===== src/rtl/dcm_pkg.sv =====
package dcm_pkg;
  parameter int unsigned SMP_W_DEF = 12;
  parameter int unsigned LAT_DEF   = 7;

  typedef enum logic {
    CH_Q = 1'b0,
    CH_I = 1'b1
  } ch_sel_e;
endpackage


===== src/rtl/smp_pipe.sv =====
module smp_pipe #(
  parameter int unsigned W     = 12,
  parameter int unsigned DEPTH = 8
) (
  input  logic         clk,
  input  logic         rst,
  input  logic         in_vld,
  input  logic [W-1:0] in_dat,
  output logic         out_vld,
  output logic [W-1:0] out_dat
);
  logic [W-1:0] dq [DEPTH];
  logic [DEPTH-1:0] vq;

  always_ff @(posedge clk) begin
    if (rst) vq[0] <= 1'b0;
    else     vq[0] <= in_vld;
    dq[0] <= in_dat;
  end

  for (genvar j = 1; j < DEPTH; j++) begin : g_stage
    always_ff @(posedge clk) begin
      if (rst) vq[j] <= 1'b0;
      else     vq[j] <= vq[j-1];
      dq[j] <= dq[j-1];
    end
  end

  assign out_vld = vq[DEPTH-1];
  assign out_dat = dq[DEPTH-1];

  // an edge without a beat leaves an empty capture slot
  a_r1_bubble_captured: assert property (@(posedge clk) disable iff (rst)
    !in_vld |=> !vq[0]);
endmodule


===== src/rtl/halfcyc_stage.sv =====
module halfcyc_stage #(
  parameter int unsigned W = 12
) (
  input  logic         clk,
  input  logic         rst,
  input  logic         din_vld,
  input  logic [W-1:0] din,
  output logic         dout_vld,
  output logic [W-1:0] dout
);
  always_ff @(negedge clk) begin
    if (rst) dout_vld <= 1'b0;
    else     dout_vld <= din_vld;
    dout <= din;
  end

  // at each rising edge the retimed output equals what its input held
  // for the previous half cycle, i.e. it trails by exactly half a clock
  a_r3_half_cycle_retime: assert property (@(posedge clk) disable iff (rst)
    (dout_vld == din_vld) && (!din_vld || dout == din));
endmodule


===== src/rtl/bus_sel.sv =====
module bus_sel
  import dcm_pkg::*;
#(
  parameter int unsigned W = 12
) (
  input  logic         clk,
  input  logic         rst,
  input  logic         sel,
  input  logic         oe_n,
  input  logic         i_vld,
  input  logic [W-1:0] i_dat,
  input  logic         q_vld,
  input  logic [W-1:0] q_dat,
  output logic [W-1:0] bus_dat,
  output logic         bus_oe,
  output logic         bus_vld
);
  ch_sel_e      ch;
  logic         s_vld;
  logic [W-1:0] s_dat;

  always_comb begin
    ch = ch_sel_e'(sel);
    if (ch == CH_I) begin
      s_vld = i_vld;
      s_dat = i_dat;
    end else begin
      s_vld = q_vld;
      s_dat = q_dat;
    end
    bus_dat = s_vld ? s_dat : '0;
    bus_oe  = !oe_n;
    bus_vld = s_vld && !oe_n;
  end

  // a floated bus never flags data
  a_r6_float_no_flag: assert property (@(posedge clk) disable iff (rst)
    oe_n |-> (!bus_oe && !bus_vld));
endmodule


===== src/rtl/dualch_outmux.sv =====
module dualch_outmux
  import dcm_pkg::*;
#(
  parameter int unsigned W   = SMP_W_DEF,
  parameter int unsigned LAT = LAT_DEF
) (
  input  logic         clk,
  input  logic         rst,
  input  logic         smp_vld,
  input  logic [W-1:0] smp_i,
  input  logic [W-1:0] smp_q,
  input  logic         sel,
  input  logic         oe_n,
  output logic [W-1:0] bus_dat,
  output logic         bus_oe,
  output logic         bus_vld
);
  localparam int unsigned DEPTH = LAT + 1;
  localparam int unsigned CW    = $clog2(LAT + 2) + 1;

  logic         i_vld, q_mid_vld, q_vld;
  logic [W-1:0] i_dat, q_mid_dat, q_dat;

  smp_pipe #(.W(W), .DEPTH(DEPTH)) u_ipipe (
    .clk(clk), .rst(rst), .in_vld(smp_vld), .in_dat(smp_i),
    .out_vld(i_vld), .out_dat(i_dat)
  );

  smp_pipe #(.W(W), .DEPTH(DEPTH)) u_qpipe (
    .clk(clk), .rst(rst), .in_vld(smp_vld), .in_dat(smp_q),
    .out_vld(q_mid_vld), .out_dat(q_mid_dat)
  );

  halfcyc_stage #(.W(W)) u_qhalf (
    .clk(clk), .rst(rst), .din_vld(q_mid_vld), .din(q_mid_dat),
    .dout_vld(q_vld), .dout(q_dat)
  );

  bus_sel #(.W(W)) u_sel (
    .clk(clk), .rst(rst), .sel(sel), .oe_n(oe_n),
    .i_vld(i_vld), .i_dat(i_dat), .q_vld(q_vld), .q_dat(q_dat),
    .bus_dat(bus_dat), .bus_oe(bus_oe), .bus_vld(bus_vld)
  );

  // Rising edges since reset, saturating; used only by the fill check
  logic [CW-1:0] since_rst;
  always_ff @(posedge clk) begin
    if (rst)                           since_rst <= '0;
    else if (since_rst <= CW'(LAT))    since_rst <= since_rst + 1'b1;
  end

  // neither path can show a valid slot before the full latency has elapsed
  a_r7_no_valid_before_fill: assert property (@(posedge clk) disable iff (rst)
    (since_rst <= CW'(LAT)) |-> (!i_vld && !q_vld));
endmodule


===== config.mk =====
export PLATFORM = sky130hd
export DESIGN_NAME = dualch_outmux
export DESIGN_NICKNAME = d
export VERILOG_FILES = /design/src/rtl/dcm_pkg.sv /design/src/rtl/smp_pipe.sv /design/src/rtl/halfcyc_stage.sv /design/src/rtl/bus_sel.sv /design/src/rtl/dualch_outmux.sv
export SDC_FILE = /design/constraint.sdc
export NUM_CORES = 1
export LEC_CHECK = 0
export ABC_AREA = 1
export BUFFER_PORTS_ARGS = -buffer_cell sky130_fd_sc_hd__buf_2
export CORE_ASPECT_RATIO = 1.75
export CORE_MARGIN = 10
export CORE_UTILIZATION = 50
export CTS_CLUSTER_DIAMETER = 60
export DETAILED_ROUTE_END_ITERATION = 12
export HOLD_SLACK_MARGIN = 0.12
export PLACE_DENSITY = 0.79
export SETUP_SLACK_MARGIN = 0.15
export SKIP_CTS_REPAIR_TIMING = 1
export SYNTH_ARGS = -nofsm -noshare
export SYNTH_HDL_FRONTEND = slang
export SYNTH_SLANG_ARGS = --single-unit

===== constraint.sdc =====
create_clock -name clk -period 2.5 [get_ports clk]
set_clock_uncertainty 0.1 [all_clocks]
set_input_delay 0.5 -clock clk [delete_from_list [all_inputs] [get_ports clk]]
set_output_delay 0.5 -clock clk [all_outputs]
set_load 0.05 [all_outputs]

# After elaboration in Yosys (flattened, before gate mapping)
# Memories as Yosys holds them, arrays and structs flattened. A register that Yosys moved wholly into a read port is not among the register bits.
# Index checks and enable logic that the tools add are counted.
totals:
  mem_bits_rw: 192
  out_inout_bits: 14
  mem_bits_ro: 0
  in_bits: 29
  ff_bits: 9
  mem_count: 2
  latchBits: 0
mem_list:
  columns: ["memory", "depth", "width", "read_ports", "rd_clocked_by_memory_dff", "write_ports", "line_no", "rtl"]
  rows:
  - ["u_ipipe.dq", 8, 12, 8, 0, 8, "smp_pipe.sv:12", "logic [W-1:0] dq [DEPTH];"]
  - ["u_qpipe.dq", 8, 12, 8, 1, 8, "smp_pipe.sv:12", null]
classes:
  n_reduce_logical: 2
  mul: 0
  n_bitwise: 0
  div: 0
  n_eq_ne: 0
  order_cmp: 0
  addsub: 0
  muxes: 3
  shift: 0
op_table:
  columns: ["op", "count"]
  rows:
  - ["two-way mux 12 bit", 2]
  - ["logical AND 1 bit", 1]
  - ["zero test 1 bit", 1]
  - ["two-way mux 1 bit", 1]

# Longest topological paths before layout
# Gate-level depths: netlist of the first run.
depth:
  word_depth: 2
  mapped_depth: 6
  ltp_nobuf: 5

# Modules after synthesis
# A second synthesis of the first run with hierarchy kept.
unflattened:
  hier_cells: 351
  hier_area_um2: 5041.1
by_module_without_submodules:
  columns: ["module", "instances", "cells_each", "area_per_inst_um2"]
  rows:
  - ["smp_pipe", 2, 133, 2243.4]
  - ["bus_sel", 1, 69, 280.3]
  - ["halfcyc_stage", 1, 16, 274.0]

==> run metrics, run 1 <==
status=complete, but fails checks; violations in the final reports=negative setup slack; maximum root-to-sink buffer count=3; post-layout instance count excluding filler cells=531; max-slew violation total from the final report=0; final wirelength=5.51 mm; sequential cell area=0.00426 mm2; total via count after detailed routing=2068; post-DR wirelength/cell=10.4 um; tightest hold margin=0.152 ns; die boundary height=147 um; instance count along the most critical hold path=3; max-cap check violation count=0; type of the worst setup path=reg -> out; Synthesis Warnings=0; clock input transition at the sequential cells of the worst setup and hold paths=0.07 ns; worst hold path startpoint=smp_vld; depth of the most critical reg-to-reg path=2; commonest cells in the netlist=sky130_fd_sc_hd__dfxtp_1 (213), sky130_fd_sc_hd__nand2_1 (49), sky130_fd_sc_hd__inv_1 (23); arrival time of the worst setup path=2.69 ns; Setup Total Neg Slack=-10.07 ns; Reg-to-Reg Start=u_qpipe.out_vld; final hold viol count=0; share of cells above drive strength 1=0.246; actual slew at the worst max-slew pin=0.252 ns; number of buffers inserted by port buffering=42; vias per inst=3.89; maximum number of pins on one net before global-route repair=20; effective utilization at floorplan=0.511; number of synthesized flops with an enable pin=0; post-synthesis to final-layout area growth=30.5%; Finished Cell Area=0.00603 mm2; Synth Net Count=331; Inst Count DP=464; Hold/Removal Path Class=in -> reg; overall global routing resource usage=0.0736; post-detailed-route count of antenna-violating nets=0; number of fill cells=625; most frequent cell after synthesis=sky130_fd_sc_hd__dfxtp_1; setup violation total in the final timing report=13; final RePlAce weighted congestion=0.628; flop2flop setup slack=0.72 ns; Reg-to-Reg End=u_qhalf.dout_vld; count of standard-cell rows=46; area of combinational cells with multiple inputs=287 um2; leakage=2.65 nW; PwrDens=1050 mW/mm2; DRC violation total after the first TritonRoute iteration=54; total congestion overflow=0; Design Power=6.31 mW; antenna diode count=0; cell type contributing the most total cell area after synthesis=sky130_fd_sc_hd__dfxtp_1; RSZ-0062 raised after global routing=yes; number of cells produced by synthesis=302; cell area after placement=0.00507 mm2; highest fanout seen on the critical path=10; TritonCTS clock tree=yes; H-tree level count=1; sequential-to-total area share from yosys stat=0.923; Distinct cells, synth=10; width of the die=92.7 um; total CTS buffers=17; vias in the first global route=2078; data required time at the worst endpoint=1.90 ns; synthesized area per cell=15.3 um2; CTS Root Buffer Type=sky130_fd_sc_hd__clkbuf_16; total standard cell area after synthesis=0.00462 mm2; Core ar.=0.00904 mm2; clock latency of the later-clocked register in the worst-skew pair=0.45 ns; endpoint type of the worst setup path=output port; top cell type's share of synthesized area=0.923; synth top area cells=sky130_fd_sc_hd__dfxtp_1 (92%), sky130_fd_sc_hd__nand2_1 (4.0%), sky130_fd_sc_hd__inv_1 (1.9%); post-synthesis async set-or-reset flop share=0; post-DP HPWL=3.04 mm; peak supply drop=731 uV; post-layout worst setup margin=-0.790 ns; sink count of the clock tree=213; Top Ports=43; startpoint type of the worst setup path=flip-flop; overall die area=0.0136 mm2; worst slack at placement=-0.345 ns; hold worst-path end=u_qpipe.vq[0]; most frequently used flop master after synthesis=sky130_fd_sc_hd__dfxtp_1; Remaining DRCs=0; antenna violations before repair=0; wire length of the first global-routing pass=8.32 mm; number of iterations in the first detailed-routing pass=4; Core Util, Final=0.667; headroom to the max-slew limit=0.833; register bit count reported by yosys=213; Net count, final=430
-- routing by layer --
metal	vias up	track usage	part of all wire
met1	908	0.0653	0.34
met4	0	0.0388	0.023
met5	-	0	0
met3	14	0.0296	0.076
met2	56	0.136	0.56
li1	1090	-	-
-- cell families after synthesis --
group	Yosys count	share of synthesized area
and+or+nand+nor	60	0.0498
AOI/OAI and AO/OA	1	0.00108
DFF	213	0.923
buffers and inverters	28	0.0260
-- layout make-up --
class                   instances  share of cell area
clock buffers                  24              0.0816
clock inverters                18              0.0178
inverters                      23              0.0218
multi-input cells              61              0.0475
flip-flops and latches        213               0.707
well taps                     120              0.0249
repair buffers                 72              0.0990
-- how the worst max path moves through the flow --
| stage | from | end | slack (ns) | depth (start not counted) |
|---|---|---|---|---|
| global route | u_qhalf.dout_vld | bus_dat[5] | -0.86 | 6 |
| global placement | u_qhalf.dout_vld | bus_dat[5] | -0.30 | 6 |
| CTS | u_qhalf.dout_vld | bus_dat[0] | -0.90 | 6 |
| detailed placement | u_qhalf.dout_vld | bus_dat[0] | -0.34 | 6 |
| floorplan | u_qhalf.dout_vld | bus_dat[0] | -0.22 | 5 |
| finish | u_qhalf.dout_vld | bus_dat[8] | -0.79 | 6 |
-- where the power goes --
| part | internal [mW] | switching [mW] |
|---|---|---|
| clock network | 1.51 | 1.10 |
| logic | 0.0512 | 0.0372 |
| registers | 3.57 | 0.0388 |
| total | 5.14 | 1.18 |
-- placed cells by master (no fill, tap or decap) --
master / instances
sky130_fd_sc_hd__buf_6: 11
sky130_fd_sc_hd__clkinv_1: 2
sky130_fd_sc_hd__clkinv_2: 1
sky130_fd_sc_hd__nand2_1: 36
sky130_fd_sc_hd__buf_12: 1
sky130_fd_sc_hd__clkinvlp_4: 12
sky130_fd_sc_hd__inv_12: 1
sky130_fd_sc_hd__clkbuf_8: 4
sky130_fd_sc_hd__buf_8: 2
sky130_fd_sc_hd__buf_2: 29
sky130_fd_sc_hd__dfxtp_1: 213
sky130_fd_sc_hd__dlygate4sd3_1: 24
sky130_fd_sc_hd__clkbuf_1: 3
sky130_fd_sc_hd__inv_2: 1
sky130_fd_sc_hd__clkbuf_16: 17
sky130_fd_sc_hd__a21oi_2: 1
sky130_fd_sc_hd__bufinv_16: 1
sky130_fd_sc_hd__nor2_1: 9
sky130_fd_sc_hd__nand2_4: 3
sky130_fd_sc_hd__nand2_2: 12
sky130_fd_sc_hd__inv_1: 23
sky130_fd_sc_hd__buf_4: 5
-- state kept, by name, indices dropped and copies added (netlist names) --
| register | count |
|---|---|
| u_qpipe.out_vld | 1 |
| u_ipipe.dq | 96 |
| u_qpipe.vq | 7 |
| u_qpipe.dq | 96 |
| u_qhalf.dout | 12 |
| u_qhalf.dout_vld | 1 |
-- critical path, cell delays in order, from the launching register on --
cell	delay (ns)
sky130_fd_sc_hd__dfxtp_1	0.30
sky130_fd_sc_hd__nand2_2	0.09
sky130_fd_sc_hd__nand2_4	0.07
sky130_fd_sc_hd__buf_12	0.15
sky130_fd_sc_hd__nand2_2	0.07
sky130_fd_sc_hd__clkinvlp_4	0.08
sky130_fd_sc_hd__buf_6	0.15
Note: power is estimated with default switching activity, not from simulation.
==> run 2: changes to the inputs <==
Settings changed: ABC_AREA 1 to 0, CORE_UTILIZATION 50 to 55, GPL_TIMING_DRIVEN set to 0, PLACE_DENSITY 0.79 to 0.85.
==> run 2 against run 1 <==
Compared with the run above: the flow still finishes with violations (negative setup slack); worst hold slack better by 0.0056 ns; routed wire length up 14%; synthesized cell count down 12%; combinational power down 7.4%; critical path depth down 2; via count down 0.29%; design area down 0.46%; worst setup slack better by 0.0089 ns; critical path type unchanged.
==> run metrics, run 2 <==
total standard cell area after synthesis=0.00457 mm2 (-0.98%); total congestion overflow=0 (unchanged); clock input transition at the sequential cells of the worst setup and hold paths=0.07 ns (about the same); flop2flop setup slack=0.53 ns (-0.19 ns); sink count of the clock tree=213 (unchanged); width of the die=88.9 um (-4.0%); top cell type's share of synthesized area=0.932 (+0.00909); CP top delay family=flip-flops; critical path's slowest cell=sky130_fd_sc_hd__dfxtp_4; maximum number of pins on one net before global-route repair=19 (-5.0%); overall die area=0.0125 mm2 (-8.3%); post-synthesis to final-layout area growth=31.2%; post-DP HPWL=3.14 mm (+3.3%); buffers plus inverters on the worst setup path=2 (-1); top flop regs=u_ipipe.dq x96, u_qpipe.dq x96, u_qhalf.dout x12; total via count after detailed routing=2062 (-0.29%); startpoint type of the worst setup path=flip-flop; actual slew at the worst max-slew pin=0.250 ns (-0.00172 ns); final hold viol count=0 (unchanged); die boundary height=141 um (-4.4%); violations in the final reports=negative setup slack; CTS Root Buffer Type=sky130_fd_sc_hd__clkbuf_16; wire length of the first global-routing pass=8.90 mm (+7.0%); endpoint type of the worst setup path=output port; effective utilization at floorplan=0.558 (+0.0464); top library cells by usage in the layout, fill and taps aside=sky130_fd_sc_hd__dfxtp_1 (212), sky130_fd_sc_hd__buf_2 (28), sky130_fd_sc_hd__dlygate4sd3_1 (24); depth of the most critical reg-to-reg path=1 (-1); vias in the first global route=2067 (-0.53%); Hold/Removal Path Class=in -> reg; Synthesis Warnings=0 (unchanged); total CTS buffers=17 (unchanged); vias per inst=4.42 (+13%); type of the worst setup path=reg -> out; leakage=2.58 nW (-2.6%); cell type contributing the most total cell area after synthesis=sky130_fd_sc_hd__dfxtp_1; Distinct cells, synth=12 (+2); cell chain of the critical path=buf_6 -> nand2_1 -> o21ai_4 -> buf_8; post-layout instance count excluding filler cells=467 (-12%); Core ar.=0.00820 mm2 (-9.2%); H-tree level count=1 (unchanged); highest fanout seen on the critical path=5 (-5); largest stage delay on the critical path=0.37 ns (+0.07 ns); stages on the worst setup path=4 (-2); post-DR wirelength/cell=13.4 um (+30%); data required time at the worst endpoint=1.90 ns (about the same); register bit count reported by yosys=213 (unchanged); count of standard-cell rows=44 (-4.3%); Synth Net Count=296 (-11%); DRC violation total after the first TritonRoute iteration=40 (-26%); TritonCTS clock tree=yes; PwrDens=1040 mW/mm2 (-0.68%); synth top area cells=sky130_fd_sc_hd__dfxtp_1 (93%), sky130_fd_sc_hd__nand3_1 (1.3%), sky130_fd_sc_hd__nor2b_1 (1.2%); Remaining DRCs=0 (unchanged); Top Ports=43 (unchanged); commonest non-fill, non-tap cell in the layout=sky130_fd_sc_hd__dfxtp_1; arrival time of the worst setup path=2.68 ns (about the same); instance count along the most critical hold path=2 (-1); post-layout worst setup margin=-0.781 ns (+0.00889 ns); peak supply drop=788 uV (+7.8%); max-slew violation total from the final report=0 (unchanged); headroom to the max-slew limit=0.833 (about the same); RSZ-0062 raised after global routing=yes; setup violation total in the final timing report=13 (unchanged); met3 demand-to-capacity share in global routing=0.0306 (+0.000991); share of cells above drive strength 1=0.261 (+0.0156); number of buffers inserted by port buffering=41 (-2.4%); Net count, final=395 (-8.1%); maximum root-to-sink buffer count=3 (unchanged); number of synthesized flops with an enable pin=0 (unchanged); final RePlAce weighted congestion=0.645 (+2.6%); most frequent cell after synthesis=sky130_fd_sc_hd__dfxtp_1; post-detailed-route count of antenna-violating nets=0 (unchanged); layer with the highest usage=met2; Inst Count DP=400 (-14%); antenna violations before repair=0 (unchanged); number of iterations in the first detailed-routing pass=2 (-2); final wirelength=6.28 mm (+14%); grt met1 use=0.0803 (+0.0151); antenna diode count=0 (unchanged); clock latency of the later-clocked register in the worst-skew pair=0.45 ns (about the same); post-synthesis async set-or-reset flop share=0 (unchanged); most frequently used flop master after synthesis=sky130_fd_sc_hd__dfxtp_1; overall global routing resource usage=0.0900 (+0.0164); Core Util, Final=0.732 (+0.0644); status=complete, but fails checks; Setup Total Neg Slack=-9.66 ns (+0.408 ns); sequential-to-total area share from yosys stat=0.932 (+0.00909); synthesized area per cell=17.1 um2 (+12%); commonest cells in the netlist=sky130_fd_sc_hd__dfxtp_1 (213), sky130_fd_sc_hd__nand2_1 (12), sky130_fd_sc_hd__nand3_1 (12); max-cap check violation count=0 (unchanged); number of cells produced by synthesis=267 (-12%); GR Util met2=0.171 (+0.0353)
[run 2: cell type report]
type	count	area (um2)
clock buffers	24	503
flip-flops and latches	213	4270
inverters	1	3.75
well taps	92	115
fillers	472	2200
clock inverters	17	71.3
plain buffers	5	63.8
multi-input cells	47	415
repair buffers	68	561
[run 2: path summary, 6_finish.rpt]
check                    from                to
min reg2reg  u_qpipe.dq[6][1]  u_qpipe.dq[7][1]
max reg2reg   u_qpipe.out_vld  u_qhalf.dout_vld
min                   smp_vld     u_qpipe.vq[0]
max          u_qhalf.dout_vld        bus_dat[8]
[run 2: kinds of logic after synthesis]
logic type,count (synthesis),synth area share
AND/OR/NAND/NOR,34,0.0361
multiplexers,1,0.00219
flip-flops,213,0.932
buffers and inverters,7,0.0156
AO/OA/AOI/OAI,12,0.0139
[run 2: metrics by stage]
| step | setup slack (ns) | total power [mW] | instance area (um2) | hold WS (ns) |
|---|---|---|---|---|
| after floorplan | -0.206 | 3.73 | 4710 | 0.210 |
| after global routing | -0.848 | 6.50 | 6000 | 0.174 |
| after CTS | -0.906 | 6.28 | 5600 | 0.0304 |
| after detailed placement | -0.354 | 3.77 | 5030 | 0.212 |
| final | -0.781 | 6.24 | 6000 | 0.158 |
| after global placement | -0.299 | 3.75 | 5030 | 0.210 |
[run 2: layer usage]
metal	part of all wire	wire length [um]	up-vias
met5	0	0	-
met4	0.024	149	0
met3	0.068	430	15
met2	0.59	3680	57
met1	0.32	2020	963
li1	-	-	1027
[run 2: where the power goes]
| group | leakage (nW) | switching [mW] | internal, mW | total (mW) |
|---|---|---|---|---|
| registers | 1.80 | 0.0447 | 3.57 | 3.62 |
| logic | 0.456 | 0.0325 | 0.0494 | 0.0819 |
| clock network | 0.333 | 1.11 | 1.43 | 2.54 |
| total | 2.58 | 1.19 | 5.05 | 6.24 |
